--- src/rtl/ocal_pkg.sv ---
package ocal_pkg;

  // Sequencer state seen by both channel datapaths.
  typedef struct packed {
    logic busy;   // calibration window open
    logic win;    // accumulation part of the window
    logic ok;     // output data may be presented
  } seq_flags_t;

endpackage

--- src/rtl/ocal_rst_sync.sv ---
module ocal_rst_sync (
  input  logic clk,
  input  logic arst_n,
  output logic rst_n_o
);

  logic s0_q;
  logic s1_q;

  // Assert at once, release after two clock edges.
  always_ff @(posedge clk or negedge arst_n) begin
    if (!arst_n) begin
      s0_q <= 1'b0;
      s1_q <= 1'b0;
    end else begin
      s0_q <= 1'b1;
      s1_q <= s0_q;
    end
  end

  assign rst_n_o = s1_q;

endmodule

--- src/rtl/ocal_frame_seq.sv ---
module ocal_frame_seq
  import ocal_pkg::*;
#(
  parameter int CAL_FRAMES   = 8704,
  parameter int VALID_FRAMES = 8960,
  parameter int AVG_LOG2     = 12
) (
  input  logic       clk,
  input  logic       rst_n,
  input  logic       lrck_i,
  input  logic       dbl_i,
  input  logic       slave_i,
  output seq_flags_t flags_o
);

  localparam int CNT_W = $clog2(2 * VALID_FRAMES + 2) + 1;
  localparam logic [CNT_W-1:0] CAL_N = CNT_W'(CAL_FRAMES);
  localparam logic [CNT_W-1:0] CAL_D = CNT_W'(2 * CAL_FRAMES);
  localparam logic [CNT_W-1:0] VAL_N = CNT_W'(VALID_FRAMES);
  localparam logic [CNT_W-1:0] VAL_D = CNT_W'(2 * VALID_FRAMES);
  localparam logic [CNT_W-1:0] AVG_N = CNT_W'(2 ** AVG_LOG2);

  logic             lrck_q;
  logic [CNT_W-1:0] cnt_q;
  logic [CNT_W-1:0] cnt_d;
  logic             cnt_en;
  logic [CNT_W-1:0] cal_lim;
  logic [CNT_W-1:0] val_lim;
  logic [CNT_W-1:0] win_lo;
  logic             rise;

  always_comb begin
    cal_lim = (dbl_i ? CAL_D : CAL_N) + {{(CNT_W-1){1'b0}}, slave_i};
    val_lim = (dbl_i ? VAL_D : VAL_N) + {{(CNT_W-1){1'b0}}, slave_i};
    win_lo  = cal_lim - AVG_N;
  end

  // Count frame-period starts; saturate at the valid limit.
  always_comb begin
    rise   = lrck_i & ~lrck_q;
    cnt_en = rise && (cnt_q < val_lim);
    cnt_d  = cnt_q + {{(CNT_W-1){1'b0}}, 1'b1};
  end

  always_ff @(posedge clk or negedge rst_n) begin
    if (!rst_n) begin
      lrck_q <= 1'b1;
      cnt_q  <= '0;
    end else begin
      lrck_q <= lrck_i;
      if (cnt_en) begin
        cnt_q <= cnt_d;
      end
    end
  end

  always_comb begin
    flags_o.busy = (cnt_q < cal_lim);
    flags_o.win  = (cnt_q >= win_lo) && (cnt_q < cal_lim);
    flags_o.ok   = (cnt_q >= val_lim);
  end

endmodule

--- src/rtl/ocal_chan.sv ---
module ocal_chan #(
  parameter int DW       = 24,
  parameter int AVG_LOG2 = 12
) (
  input  logic          clk,
  input  logic          rst_n,
  input  logic          stb_i,
  input  logic [DW-1:0] sample_i,
  input  logic          win_i,
  input  logic          ok_i,
  output logic [DW-1:0] off_o,
  output logic [DW-1:0] dat_o,
  output logic          vld_o
);

  localparam int ACC_W = DW + AVG_LOG2;
  localparam logic [DW-1:0] POS_MAX = {1'b0, {(DW-1){1'b1}}};
  localparam logic [DW-1:0] NEG_MAX = {1'b1, {(DW-1){1'b0}}};

  logic [ACC_W-1:0] acc_q;
  logic [ACC_W-1:0] acc_d;
  logic             acc_en;
  logic [DW:0]      diff;
  logic [DW-1:0]    sat;
  logic [DW-1:0]    dat_d;
  logic             dat_en;
  logic             vld_d;

  always_comb begin
    acc_en = stb_i & win_i;
    acc_d  = acc_q + {{AVG_LOG2{sample_i[DW-1]}}, sample_i};
  end

  // Arithmetic right shift by AVG_LOG2, truncated to DW: the top DW bits.
  assign off_o = acc_q[AVG_LOG2 +: DW];

  always_comb begin
    diff = {sample_i[DW-1], sample_i} - {off_o[DW-1], off_o};
    if (diff[DW] != diff[DW-1]) begin
      sat = diff[DW] ? NEG_MAX : POS_MAX;
    end else begin
      sat = diff[DW-1:0];
    end
    dat_en = stb_i;
    dat_d  = ok_i ? sat : '0;
    vld_d  = stb_i & ok_i;
  end

  always_ff @(posedge clk or negedge rst_n) begin
    if (!rst_n) begin
      acc_q <= '0;
      dat_o <= '0;
      vld_o <= 1'b0;
    end else begin
      if (acc_en) begin
        acc_q <= acc_d;
      end
      if (dat_en) begin
        dat_o <= dat_d;
      end
      vld_o <= vld_d;
    end
  end

endmodule

--- src/rtl/offset_cal_seq.sv ---
module offset_cal_seq
  import ocal_pkg::*;
#(
  parameter int DW           = 24,
  parameter int CAL_FRAMES   = 8704,
  parameter int VALID_FRAMES = 8960,
  parameter int AVG_LOG2     = 12
) (
  input  logic          clk,
  input  logic          rst_n,
  input  logic          lrck_i,
  input  logic          dbl_speed_i,
  input  logic          slave_i,
  input  logic          zcal_i,
  input  logic          smp_stb_i,
  input  logic [DW-1:0] smp_l_i,
  input  logic [DW-1:0] smp_r_i,
  output logic          cal_busy_o,
  output logic          cal_src_o,
  output logic          data_ok_o,
  output logic          out_vld_o,
  output logic [DW-1:0] out_l_o,
  output logic [DW-1:0] out_r_o
);

  localparam int NCH = 2;

  logic                    rst_int_n;
  seq_flags_t              flags;
  logic [NCH-1:0][DW-1:0]  smp_bus;
  logic [NCH-1:0][DW-1:0]  dat_bus;
  logic [NCH-1:0]          vld_bus;
  logic [NCH*DW-1:0]       off_flat;
  logic                    src_q;
  logic                    src_d;
  logic                    src_en;

  ocal_rst_sync u_rst (
    .clk     (clk),
    .arst_n  (rst_n),
    .rst_n_o (rst_int_n)
  );

  ocal_frame_seq #(
    .CAL_FRAMES   (CAL_FRAMES),
    .VALID_FRAMES (VALID_FRAMES),
    .AVG_LOG2     (AVG_LOG2)
  ) u_seq (
    .clk     (clk),
    .rst_n   (rst_int_n),
    .lrck_i  (lrck_i),
    .dbl_i   (dbl_speed_i),
    .slave_i (slave_i),
    .flags_o (flags)
  );

  assign smp_bus = {smp_r_i, smp_l_i};

  for (genvar g = 0; g < NCH; g++) begin : g_ch
    logic [DW-1:0] off_w;
    ocal_chan #(
      .DW       (DW),
      .AVG_LOG2 (AVG_LOG2)
    ) u_ch (
      .clk      (clk),
      .rst_n    (rst_int_n),
      .stb_i    (smp_stb_i),
      .sample_i (smp_bus[g]),
      .win_i    (flags.win),
      .ok_i     (flags.ok),
      .off_o    (off_w),
      .dat_o    (dat_bus[g]),
      .vld_o    (vld_bus[g])
    );
    assign off_flat[g*DW +: DW] = off_w;
  end

  // Source select follows the input only while calibrating.
  always_comb begin
    src_en = flags.busy;
    src_d  = zcal_i;
  end

  always_ff @(posedge clk or negedge rst_int_n) begin
    if (!rst_int_n) begin
      src_q <= 1'b0;
    end else if (src_en) begin
      src_q <= src_d;
    end
  end

  assign cal_busy_o = flags.busy;
  assign data_ok_o  = flags.ok;
  assign cal_src_o  = src_q;
  assign out_vld_o  = &vld_bus;
  assign out_l_o    = dat_bus[0];
  assign out_r_o    = dat_bus[1];

endmodule

--- config.mk ---
export PLATFORM = sky130hd
export DESIGN_NAME = offset_cal_seq
export DESIGN_NICKNAME = d
export VERILOG_FILES = /design/src/rtl/ocal_pkg.sv /design/src/rtl/ocal_rst_sync.sv /design/src/rtl/ocal_frame_seq.sv /design/src/rtl/ocal_chan.sv /design/src/rtl/offset_cal_seq.sv
export SDC_FILE = /design/constraint.sdc
export NUM_CORES = 1
export LEC_CHECK = 0
export ABC_CLOCK_PERIOD_IN_PS = 4200
export BUFFER_PORTS_ARGS = -buffer_cell sky130_fd_sc_hd__buf_2
export CAP_MARGIN = 20
export CORE_UTILIZATION = 55
export CTS_CLUSTER_DIAMETER = 150
export DETAILED_ROUTE_END_ITERATION = 10
export PLACE_DENSITY = 0.78
export SYNTH_ARGS = -nofsm -noshare
export SYNTH_HDL_FRONTEND = slang
export SYNTH_SLANG_ARGS = --single-unit
--- constraint.sdc ---
create_clock -name clk -period 4.2 [get_ports clk]
set_input_delay 0.84 -clock clk [delete_from_list [all_inputs] [get_ports clk]]
set_output_delay 0.84 -clock clk [all_outputs]
set_load 0.01 [all_outputs]
==> insert_results.sql, run 1 <==
INSERT INTO impl_metrics (metric_group, metric, value, unit) VALUES
('status', 'status', 'completed', ''),
('timing', 'worst_clock_skew', '13.09', 'ps'),
('yosys', 'synth_xor_xnor_area_share', '0.08798', ''),
('critical_path', 'timing.critical_path.arrival', '3620', 'ps'),
('finish', 'layout_commonest_cell', 'nand2_1', ''),
('critical_path', 'max_stage_delay', '420', 'ps'),
('clock_tree', 'clock_tree.root_cell', 'clkbuf_16', ''),
('critical_path', 'timing_worst_setup_path_type', 'in2reg', ''),
('finish', 'most-common-layout-cells', '154 x nand2_1, 139 x dfrtp_1, 130 x inv_1', ''),
('die', 'start_util', '0.5605', ''),
('die', 'number_of_rows_in_the_core_area', '53', ''),
('timing', 'finalCritPeriodShare', '0.7973', ''),
('critical_path', 'timing.critical_path.fanout_max', '16', ''),
('yosys', 'ys.flop_type', 'dfrtp_1', ''),
('clock_tree', 'cts_inserted_buffers', '17', ''),
('yosys', 'synth_area_leaders', 'dfrtp_1 30%, ha_1 13%, nand2_1 4.9%', ''),
('yosys', 'post_synthesis_instance_area', '0.01175', 'sq mm'),
('critical_path', 'worst_r2r_path_depth', '12', ''),
('yosys', 'ys_warn_count', '0', ''),
('critical_path', 'cp-end-kind', 'register', ''),
('critical_path', 'data_required_time_at_the_worst_endpoint', '4470', 'ps'),
('yosys', 'syn-mean-instance-area', '8.568', 'sq um'),
('drt', 'avgViaCountPerCell', '5.877', ''),
('yosys', 'syn_inst', '1371', ''),
('yosys', 'synth_edf_count', '0', ''),
('drt', 'detail_route.drc_violations', '0', ''),
('yosys', 'yosys.area_share.simple', '0.1366', ''),
('timing', 'worst_slew_margin_relative_to_its_limit', '0.5656', ''),
('flow_run', 'reported_max_cap_violation_count', '0', ''),
('yosys', 'number_of_nets_produced_by_synthesis', '1556', ''),
('die', 'die-area', '0.02195', 'sq mm'),
('global_routing', 'first_global_vias', '9742', ''),
('clock_tree', 'h-tree-depth', '4', ''),
('clock_tree', 'clk_latency', '430', 'ps'),
('placement', 'port_buffers', '106', ''),
('placement', 'post-place-cells', '1719', ''),
('critical_path', 'path_cells', 'buf_2 > inv_1 > ha_1 > inv_1 > fa_1 > a211oi_1 > o21ai_0 > a21oi_1 > o22ai_1 > a31oi_1 > o31ai_1 > nand3_1 > buf_4 > o221ai_1', ''),
('die', 'coreArea', '0.02096', 'sq mm'),
('power', 'leakage', '0.006218', 'uW'),
('power', 'pwr_density_cell', '258.4', 'mW/mm^2'),
('drt', 'detail_route.iter0.violations', '595', ''),
('yosys', 'yosysSeqAreaShare', '0.3005', ''),
('clock_tree', 'tritoncts_num_sinks', '141', ''),
('finish', 'final_cell_count_no_fill', '1751', ''),
('placement', 'placed_instance_area', '0.01254', 'sq mm'),
('yosys', 'yosysTopAreaCell', 'dfrtp_1', ''),
('die', 'design.portCount', '107', ''),
('finish', 'area_growth', '11.45', '%'),
('timing', 'whs', '184.1', 'ps'),
('clock_tree', 'ctsLongestPathBuffers', '2', ''),
('finish', 'layout-drive-gt1-share', '0.1321', ''),
('drt', 'route.detailed.wl_per_inst', '16.31', 'um'),
('worst_hold_path', 'worst_hold_path_type', 'in2async', ''),
('die', 'floorplan.die.height', '148.1', 'um'),
('yosys', 'share_of_flip_flops_with_an_asynchronous_set_or_reset', '1.000', ''),
('die', 'floorplan.die.width', '148.1', 'um'),
('timing', 'post-route-min-period', '3349', 'ps'),
('yosys', 'synth_top_area_frac', '0.2983', ''),
('timing', 'hold_violations', '0', ''),
('timing', 'finalSetupViolCount', '0', ''),
('timing', 'final.setup.tns', '0', 'ps'),
('clock_tree', 'clock_slew_seen_by_the_registers_of_the_worst_setup_and_hold_paths', '60', 'ps'),
('clock_tree', 'cts_tree', 'built', ''),
('global_routing', 'grt_start_max_net_pins', '110', ''),
('timing', 'fmax', '298.6', 'MHz'),
('power', 'worst_ir_drop_vdd', '0.3312', 'mV'),
('placement', 'gp_congestion', '0.9312', ''),
('placement', 'dp_hpwl', '22.33', 'mm'),
('yosys', 'synth_cell_types', '77', ''),
('clock_tree', 'post_cts.resized_instances', '0', ''),
('global_routing', 'grt_pass1_wl', '47.65', 'mm');
## flip-flops by register name (all words and copies together) (netlist names)
name and cells:
u_seq.lrck_q 1, cal_src_o 1, g_ch.u_ch.dat_o 48, u_rst.rst_n_o 1, g_ch.u_ch.acc_q 72, u_seq.cnt_q 16
u_rst.s0_q 1, g_ch.u_ch.vld_o 1
## metal layers
metal,up-vias,global-route usage,wire length [um]
met4,0,0.08093,627
li1,5130,-,-
met2,283,0.4479,13450
met1,4837,0.3591,12960
met3,40,0.04448,1523
met5,-,0,0
## cell usage after synthesis (8+ instances only)
cell type  number
nand2_1       154
dfrtp_1       140
inv_1         130
ha_1          126
o21ai_0       113
a21oi_1       104
nor2_1         65
xnor2_1        59
xor2_1         59
a21o_1         45
clkbuf_1       29
nand3_1        27
o221ai_1       27
o221ai_2       20
o21a_1         18
nand4_1        16
nor3_1         16
o21bai_1       16
nand2b_1       15
a211oi_1       14
and3_1         13
a31oi_1        12
buf_4           8
## kinds of logic (layout without fill, tap and decap cells)
group                    after synthesis  after routing
multiplexers                          11             11
AND/OR/NAND/NOR                      344            344
flip-flops                           141            141
XOR/XNOR                             118            118
AO/OA/AOI/OAI                        448            448
buffers and inverters                178            283
other                                  1              1
adder cells (fa/ha/maj)              130            130
## cell type report
class	instances	area share
clock buffers	17	0.03250
clock inverters	15	0.009653
inverters	130	0.03727
multi-input cells	1052	0.5724
flip-flops and latches	141	0.2699
well taps	275	0.02628
repair buffers	121	0.05199
## power breakdown
part / internal [uW] / switching (uW) / total (uW)
clock: 775 / 656 / 1430
combinational: 205 / 318 / 523
sequential: 1390 / 41.9 / 1430
total: 2370 / 1020 / 3380
## final timing paths
path,start,to,slack [ps]
worst max-delay path,smp_l_i[0],g_ch[0].u_ch.dat_o[0],850
worst min-delay path,rst_n,u_rst.s0_q,180
worst max register to register,g_ch[0].u_ch.acc_q[12],g_ch[0].u_ch.dat_o[0],960
worst min register to register,u_rst.rst_n_o,g_ch[0].u_ch.acc_q[33],280
max in group asynchronous,u_rst.rst_n_o,g_ch[1].u_ch.acc_q[34],2950
min in group clk,u_rst.s0_q,u_rst.rst_n_o,350
## per-stage QoR
stage	worst slack, ps	utilization
3_5_place_dp	443.1	0.5984
2_1_floorplan	873.1	-
4_1_cts	829.3	0.6247
6_report	851.4	0.6247
5_1_grt	572.7	0.6247
3_3_place_gp	522.1	0.5984
## critical path, delay by kind of cell
family | cells | cell delay, ps
AO/OA/AOI/OAI | 7 | 1560
AND/OR/NAND/NOR | 1 | 150
buffers and inverters | 4 | 470
adder cells (fa/ha/maj) | 2 | 580
(Power assumes the default switching activity.)
==> run 2: changes to the inputs <==
ABC_CLOCK_PERIOD_IN_PS = 3450   (was 4200)
CORE_UTILIZATION = 61   (was 55)
PLACE_DENSITY = 0.82   (was 0.78)
clock period = 3.45 ns   (was 4.2 ns; I/O delays follow)
==> run 2 against run 1 <==
  * First-iteration DRC count decreased by 3.9%
  * Final cell count increased by 0.11%
  * Sequential power increased by 22%
  * Via count increased by 3.6%
  * Critical endpoint is now g_ch[1].u_ch.dat_o[16]
==> insert_results.sql, run 2 (same netlist as run 1, synthesis figures left out) <==
INSERT INTO impl_metrics (metric_group, metric, value, unit) VALUES
('status', 'status', 'completed', ''),
('finish', 'final_design_area_no_fill', '0.01345', 'sq mm'),
('finish', 'layout_top_registers', 'g_ch.u_ch.acc_q: 72 flops, g_ch.u_ch.dat_o: 48 flops, u_seq.cnt_q: 16 flops', ''),
('global_routing', 'grt_start_max_net_pins', '56', ''),
('drt', 'avgViaCountPerCell', '6.082', ''),
('global_routing', 'antenna_found_initial', '0', ''),
('die', 'design.portCount', '107', ''),
('timing', 'hold_violations', '0', ''),
('placement', 'port_buffers', '106', ''),
('drt', 'route.detailed.wl_per_inst', '16.85', 'um'),
('critical_path', 'rr_endpoint', 'g_ch[1].u_ch.dat_o[16]', ''),
('timing', 'finalCritPeriodShare', '0.9109', ''),
('drt', 'detail_route.iter0.violations', '572', ''),
('clock_tree', 'clock_slew_seen_by_the_registers_of_the_worst_setup_and_hold_paths', '70', 'ps'),
('die', 'floorplan.die.height', '140.8', 'um'),
('power', 'leakage', '0.006463', 'uW'),
('timing', 'worst_slew_margin_relative_to_its_limit', '0.5269', ''),
('critical_path', 'worst_r2r_path_depth', '13', ''),
('finish', 'fill_cells', '1457', ''),
('placement', 'dp_hpwl', '23.31', 'mm'),
('drt', 'routed-via-count', '10660', ''),
('placement', 'placement.setup.worst_slack', '-22.15', 'ps'),
('worst_hold_path', 'worst_hold_path_type', 'in2async', ''),
('drt', 'drt_first_pass_iters', '5', ''),
('clock_tree', 'tritoncts_num_sinks', '141', ''),
('finish', 'most-common-layout-cells', '154 x nand2_1, 139 x dfrtp_1, 130 x inv_1', ''),
('critical_path', 'worst_path_max_delay_cell', 'dfrtp_1', ''),
('critical_path', 'worstReg2RegStart', 'g_ch[1].u_ch.acc_q[12]', ''),
('clock_tree', 'clock_tree.root_cell', 'clkbuf_16', ''),
('die', 'number_of_rows_in_the_core_area', '50', ''),
('clock_tree', 'post_cts.repair.setup_buffers', '0', ''),
('timing', 'post-route-min-period', '3143', 'ps'),
('critical_path', 'timing.critical_path.arrival', '3420', 'ps'),
('drt', 'drtAntennaViolNets', '0', ''),
('clock_tree', 'post_cts.resized_instances', '0', ''),
('power', 'report.power.total', '4325', 'uW'),
('placement', 'placed_instance_area', '0.01284', 'sq mm'),
('drt', 'finalWirelength', '29.54', 'mm'),
('critical_path', 'path_cells', 'ha_1 > inv_1 > fa_1 > a21o_1 > a21boi_1 > o31ai_1 > o41a_1 > nor3_1 > o31a_1 > nor2_1 > a21oi_2 > buf_12 > o221ai_1', ''),
('die', 'die-area', '0.01981', 'sq mm'),
('critical_path', 'ff2ff_setup_slack', '310', 'ps'),
('global_routing', 'first_global_vias', '10180', ''),
('die', 'start_util', '0.6259', ''),
('die', 'floorplan.die.width', '140.8', 'um'),
('drt', 'detail_route.drc_violations', '0', ''),
('finish', 'finish.net_count', '1691', ''),
('critical_path', 'data_required_time_at_the_worst_endpoint', '3730', 'ps'),
('finish', 'area_growth', '14.49', '%'),
('critical_path', 'worst_path_dominant_cell_family', 'compound AO/OA/AOI/OAI gates', ''),
('critical_path', 'cp-start-kind', 'register', ''),
('critical_path', 'max_stage_delay', '400', 'ps'),
('timing', 'worst_clock_skew', '11.23', 'ps'),
('critical_path', 'timing_worst_setup_path_type', 'reg2reg', ''),
('timing', 'finalSetupViolCount', '0', ''),
('placement', 'gp_congestion', '0.9176', ''),
('clock_tree', 'post_cts_hold_buffer_count', '0', ''),
('timing', 'transition_time_at_the_pin_with_the_least_slew_margin', '709.6', 'ps'),
('timing', 'fmax', '318.2', 'MHz'),
('timing', 'maxSlewViolCount', '0', ''),
('timing', 'postLayoutSetupSlackWorst', '307.3', 'ps'),
('power', 'worst_ir_drop_vdd', '0.3398', 'mV'),
('clock_tree', 'clk_latency', '440', 'ps'),
('global_routing', 'grt_pass1_wl', '48.80', 'mm'),
('power', 'pwr_density_cell', '321.6', 'mW/mm^2'),
('finish', 'layout_commonest_cell', 'nand2_1', ''),
('clock_tree', 'cts_tree', 'built', ''),
('flow_run', 'reported_max_cap_violation_count', '0', ''),
('finish', 'regMostFlops', 'g_ch.u_ch.acc_q', ''),
('critical_path', 'timing.critical_path.fanout_max', '23', ''),
('timing', 'final.setup.tns', '0', 'ps'),
('die', 'coreArea', '0.01877', 'sq mm'),
('finish', 'largest_register_ff_count', '72', ''),
('finish', 'n_antenna_cell', '0', ''),
('clock_tree', 'ctsLongestPathBuffers', '2', ''),
('critical_path', 'critical_path_buf_inv_count', '2', ''),
('global_routing', 'remaining_global_route_overflow', '0', ''),
('clock_tree', 'h-tree-depth', '4', ''),
('critical_path', 'cp-end-kind', 'register', ''),
('clock_tree', 'cts_inserted_buffers', '17', ''),
('global_routing', 'grt_util_all_layers', '0.3074', ''),
('timing', 'grt_setup_unrepaired', 'false', ''),
('finish', 'layout-drive-gt1-share', '0.1567', '');
-- run 2: changes by cell type in the layout (fill, tap and decap cells not counted), sizes merged --
cell,before,now
bufinv,0,2
clkbuf,17,18
inv,139,138
clkinv,4,2
buf,121,164
-- run 2: power breakdown --
group | switching [uW] | total, uW | internal (uW)
clock network | 809 | 1920 | 1110
logic | 390 | 660 | 270
registers | 55.2 | 1740 | 1690
total | 1250 | 4330 | 3070
-- run 2: layer usage --
layer | routed length (um) | global-route usage | part of all wire | vias up
met1 | 12840 | 0.3864 | 0.43 | 5041
met4 | 1056 | 0.1470 | 0.036 | 0
met5 | 0 | 0 | 0 | -
met2 | 14300 | 0.5219 | 0.48 | 330
li1 | - | - | - | 5217
met3 | 1344 | 0.04314 | 0.046 | 73
-- run 2: metrics by stage --
stage | hold slack, ps | utilization | std cells
after floorplan | 331.1 | - | 1371
after global placement | 336.6 | 0.6839 | 1721
after detailed placement | 337.3 | 0.6839 | 1721
after CTS | 16.47 | 0.7165 | 1753
after global routing | 14.52 | 0.7165 | 1753
final | 21.70 | 0.7165 | 1753
-- run 2: layout make-up --
type / instances / area [sq um] / share of cell area
inverter: 130 / 488.0 / 0.03629
clock inverter: 14 / 172.7 / 0.01284
timing repair buffer: 164 / 1028 / 0.07648
sequential: 141 / 3533 / 0.2627
multi-input combinational: 1052 / 7493 / 0.5572
tap: 234 / 292.8 / 0.02177
clock buffer: 18 / 439.2 / 0.03266
-- run 2: how the worst max path moves through the flow --
stage / from / endpoint / slack, ps / depth (start not counted)
floorplan: smp_l_i[6] / g_ch[0].u_ch.dat_o[10] / 270 / 11
global placement: smp_l_i[0] / g_ch[0].u_ch.dat_o[1] / 30 / 14
detailed placement: smp_r_i[0] / g_ch[1].u_ch.acc_q[34] / -20 / 12
CTS: g_ch[0].u_ch.acc_q[13] / g_ch[0].u_ch.dat_o[19] / 330 / 12
global route: g_ch[0].u_ch.acc_q[12] / g_ch[0].u_ch.dat_o[0] / 70 / 12
finish: g_ch[1].u_ch.acc_q[12] / g_ch[1].u_ch.dat_o[16] / 310 / 13
-- run 2: worst reg2reg max path, stage by stage, from the launching register on --
cell and delay [ps]:
dfrtp_1 400, ha_1 180, inv_1 60, fa_1 380
a21o_1 190, a21boi_1 220, o31ai_1 150, o41a_1 350
nor3_1 230, o31a_1 220, nor2_1 90, a21oi_2 180
buf_12 180, o221ai_1 150
==> run 3: changes to the inputs <==
CORE_UTILIZATION = 50   (was 61)
PLACE_DENSITY = 0.69   (was 0.82)
==> run 3 against run 2 <==
  * Sequential power barely moved
  * Via count fell by 3.0%
  * Routed wire length barely moved
  * Non-clock buffer count rose by 2
  * Largest power group unchanged
  * Register-to-register slack improved by 50 ps
  * Maximum frequency rose by 1.7%
  * Sequential share of layout area fell by 0.26 points
  * Hold slack improved by 11 ps
  * Final area rose by 0.99%
==> insert_results.sql, run 3 (same netlist as run 1, synthesis figures left out) <==
INSERT INTO impl_metrics (metric_group, metric, value, unit) VALUES
('status', 'status', 'completed', ''),
('placement', 'port_buffers', '106', ''),
('clock_tree', 'cts_tree', 'built', ''),
('power', 'leakage', '0.006480', 'uW'),
('die', 'number_of_rows_in_the_core_area', '55', ''),
('placement', 'placed_instance_area', '0.01297', 'sq mm'),
('finish', 'final_cell_count_no_fill', '1834', ''),
('clock_tree', 'clock_tree.root_cell', 'clkbuf_16', ''),
('placement', 'post-place-cells', '1802', ''),
('clock_tree', 'post_cts_hold_buffer_count', '0', ''),
('drt', 'drt_first_pass_iters', '5', ''),
('finish', 'finish.net_count', '1693', ''),
('finish', 'layout_commonest_cell', 'nand2_1', ''),
('timing', 'maxSlewViolCount', '0', ''),
('finish', 'layout-drive-gt1-share', '0.1558', ''),
('global_routing', 'grt_start_max_net_pins', '114', ''),
('die', 'floorplan.die.height', '155.3', 'um'),
('finish', 'final_design_area_no_fill', '0.01358', 'sq mm'),
('timing', 'finalSetupViolCount', '0', ''),
('drt', 'avgViaCountPerCell', '5.639', ''),
('critical_path', 'timing.critical_path.arrival', '3380', 'ps'),
('drt', 'route.detailed.wl_per_inst', '16.10', 'um'),
('finish', 'most-common-layout-cells', '154 x nand2_1, 139 x dfrtp_1, 130 x inv_1', ''),
('finish', 'layout_top_registers', 'g_ch.u_ch.acc_q: 72 flops, g_ch.u_ch.dat_o: 48 flops, u_seq.cnt_q: 16 flops', ''),
('power', 'worst_ir_drop_vdd', '0.3325', 'mV'),
('finish', 'regMostFlops', 'g_ch.u_ch.acc_q', ''),
('clock_tree', 'clock_slew_seen_by_the_registers_of_the_worst_setup_and_hold_paths', '70', 'ps'),
('global_routing', 'antenna_found_initial', '0', ''),
('critical_path', 'data_required_time_at_the_worst_endpoint', '3730', 'ps'),
('timing', 'transition_time_at_the_pin_with_the_least_slew_margin', '616.1', 'ps'),
('finish', 'utilization', '0.5944', ''),
('timing', 'postLayoutSetupSlackWorst', '358.8', 'ps'),
('critical_path', 'timing_worst_setup_path_type', 'reg2reg', ''),
('placement', 'dp_hpwl', '23.17', 'mm'),
('finish', 'largest_register_ff_count', '72', ''),
('clock_tree', 'h-tree-depth', '4', ''),
('drt', 'finalWirelength', '29.52', 'mm'),
('timing', 'final.setup.tns', '0', 'ps'),
('timing', 'worst_clock_skew', '15.99', 'ps'),
('global_routing', 'grt_util_all_layers', '0.2517', ''),
('timing', 'fmax', '323.5', 'MHz'),
('timing', 'grt_setup_unrepaired', 'false', ''),
('timing', 'post-route-min-period', '3091', 'ps'),
('finish', 'area_growth', '15.62', '%'),
('clock_tree', 'ctsLongestPathBuffers', '2', ''),
('die', 'coreArea', '0.02285', 'sq mm'),
('critical_path', 'timing.critical_path.fanout_max', '15', ''),
('clock_tree', 'clk_latency', '430', 'ps'),
('timing', 'worst_slew_margin_relative_to_its_limit', '0.5892', ''),
('timing', 'hold_violations', '0', ''),
('critical_path', 'cp-end-kind', 'register', ''),
('power', 'pwr_density_cell', '317.7', 'mW/mm^2'),
('global_routing', 'first_global_vias', '9814', ''),
('placement', 'gp_congestion', '0.9485', ''),
('worst_hold_path', 'worst_hold_path_type', 'in2async', ''),
('drt', 'detail_route.drc_violations', '0', ''),
('clock_tree', 'post_cts.resized_instances', '0', ''),
('placement', 'placement.setup.worst_slack', '7.711', 'ps'),
('global_routing', 'remaining_global_route_overflow', '0', ''),
('finish', 'n_antenna_cell', '0', ''),
('timing', 'finalCritPeriodShare', '0.8960', ''),
('clock_tree', 'cts_inserted_buffers', '17', ''),
('die', 'start_util', '0.5141', ''),
('drt', 'detail_route.iter0.violations', '629', ''),
('drt', 'routed-via-count', '10340', ''),
('clock_tree', 'tritoncts_num_sinks', '141', ''),
('clock_tree', 'post_cts.repair.setup_buffers', '0', ''),
('global_routing', 'grt_pass1_wl', '48.53', 'mm'),
('drt', 'drtAntennaViolNets', '0', ''),
('die', 'design.portCount', '107', ''),
('die', 'die-area', '0.02411', 'sq mm'),
('critical_path', 'cp-start-kind', 'register', ''),
('die', 'floorplan.die.width', '155.3', 'um'),
('flow_run', 'reported_max_cap_violation_count', '0', '');
## run 3: cell count changes in the layout (fill, tap and decap cells not counted)
cell / before / now
bufinv_16: 2 / 3
buf_12: 5 / 7
clkinv_2: 0 / 2
inv_6: 4 / 0
inv_8: 4 / 0
clkbuf_8: 1 / 2
clkbuf_1: 0 / 3
clkinv_4: 2 / 3
## run 3: area by class of cell
cell class,instances,area (sq um)
well taps,313,391.6
repair buffers,166,1069
clock inverters,10,141.4
clock buffers,22,464.2
flip-flops and latches,141,3533
fillers,2086,9266
inverters,130,488.0
multi-input cells,1052,7493
## run 3: power by group
part	switching [uW]	internal [uW]	total, uW	leakage [uW]
combinational	394	273	667	0.00425
sequential	48.3	1690	1740	0.00194
clock	734	1180	1910	0.000290
total	1180	3140	4310	0.00648
## run 3: critical path: stages (launching register included)
cell	delay, ps
dfrtp_1	400
inv_1	140
ha_1	240
nor2b_1	150
o31ai_2	250
a211oi_1	180
a22o_1	280
o31a_1	260
a221o_1	320
xor2_1	180
o21ai_2	220
buf_12	200
o221ai_1	130
## run 3: metrics by stage
step / hold slack, ps / total power [uW]
final: 32.42 / 4315
after floorplan: 331.1 / 2214
after global placement: 272.7 / 2413
after CTS: 18.31 / 4354
after detailed placement: 274.0 / 2428
after global routing: 20.14 / 4504
## run 3: final timing paths
check	from	endpoint	slack [ps]	depth (start not counted)
max in group asynchronous	u_rst.rst_n_o	g_ch[0].u_ch.dat_o[20]	2250	1
max reg2reg	g_ch[0].u_ch.acc_q[13]	g_ch[0].u_ch.dat_o[0]	360	12
min	rst_n	u_rst.rst_n_o	30	1
min reg2reg	u_rst.rst_n_o	g_ch[0].u_ch.acc_q[4]	260	0
max	g_ch[0].u_ch.acc_q[13]	g_ch[0].u_ch.dat_o[0]	360	12
min in group clk	u_rst.s0_q	u_rst.rst_n_o	340	0
## run 3: routing by layer
metal,vias up,part of all wire,track usage
met4,0,0.020,0.07703
met5,-,0,0
li1,5229,-,-
met2,248,0.46,0.4163
met1,4821,0.48,0.3399
met3,44,0.038,0.03705
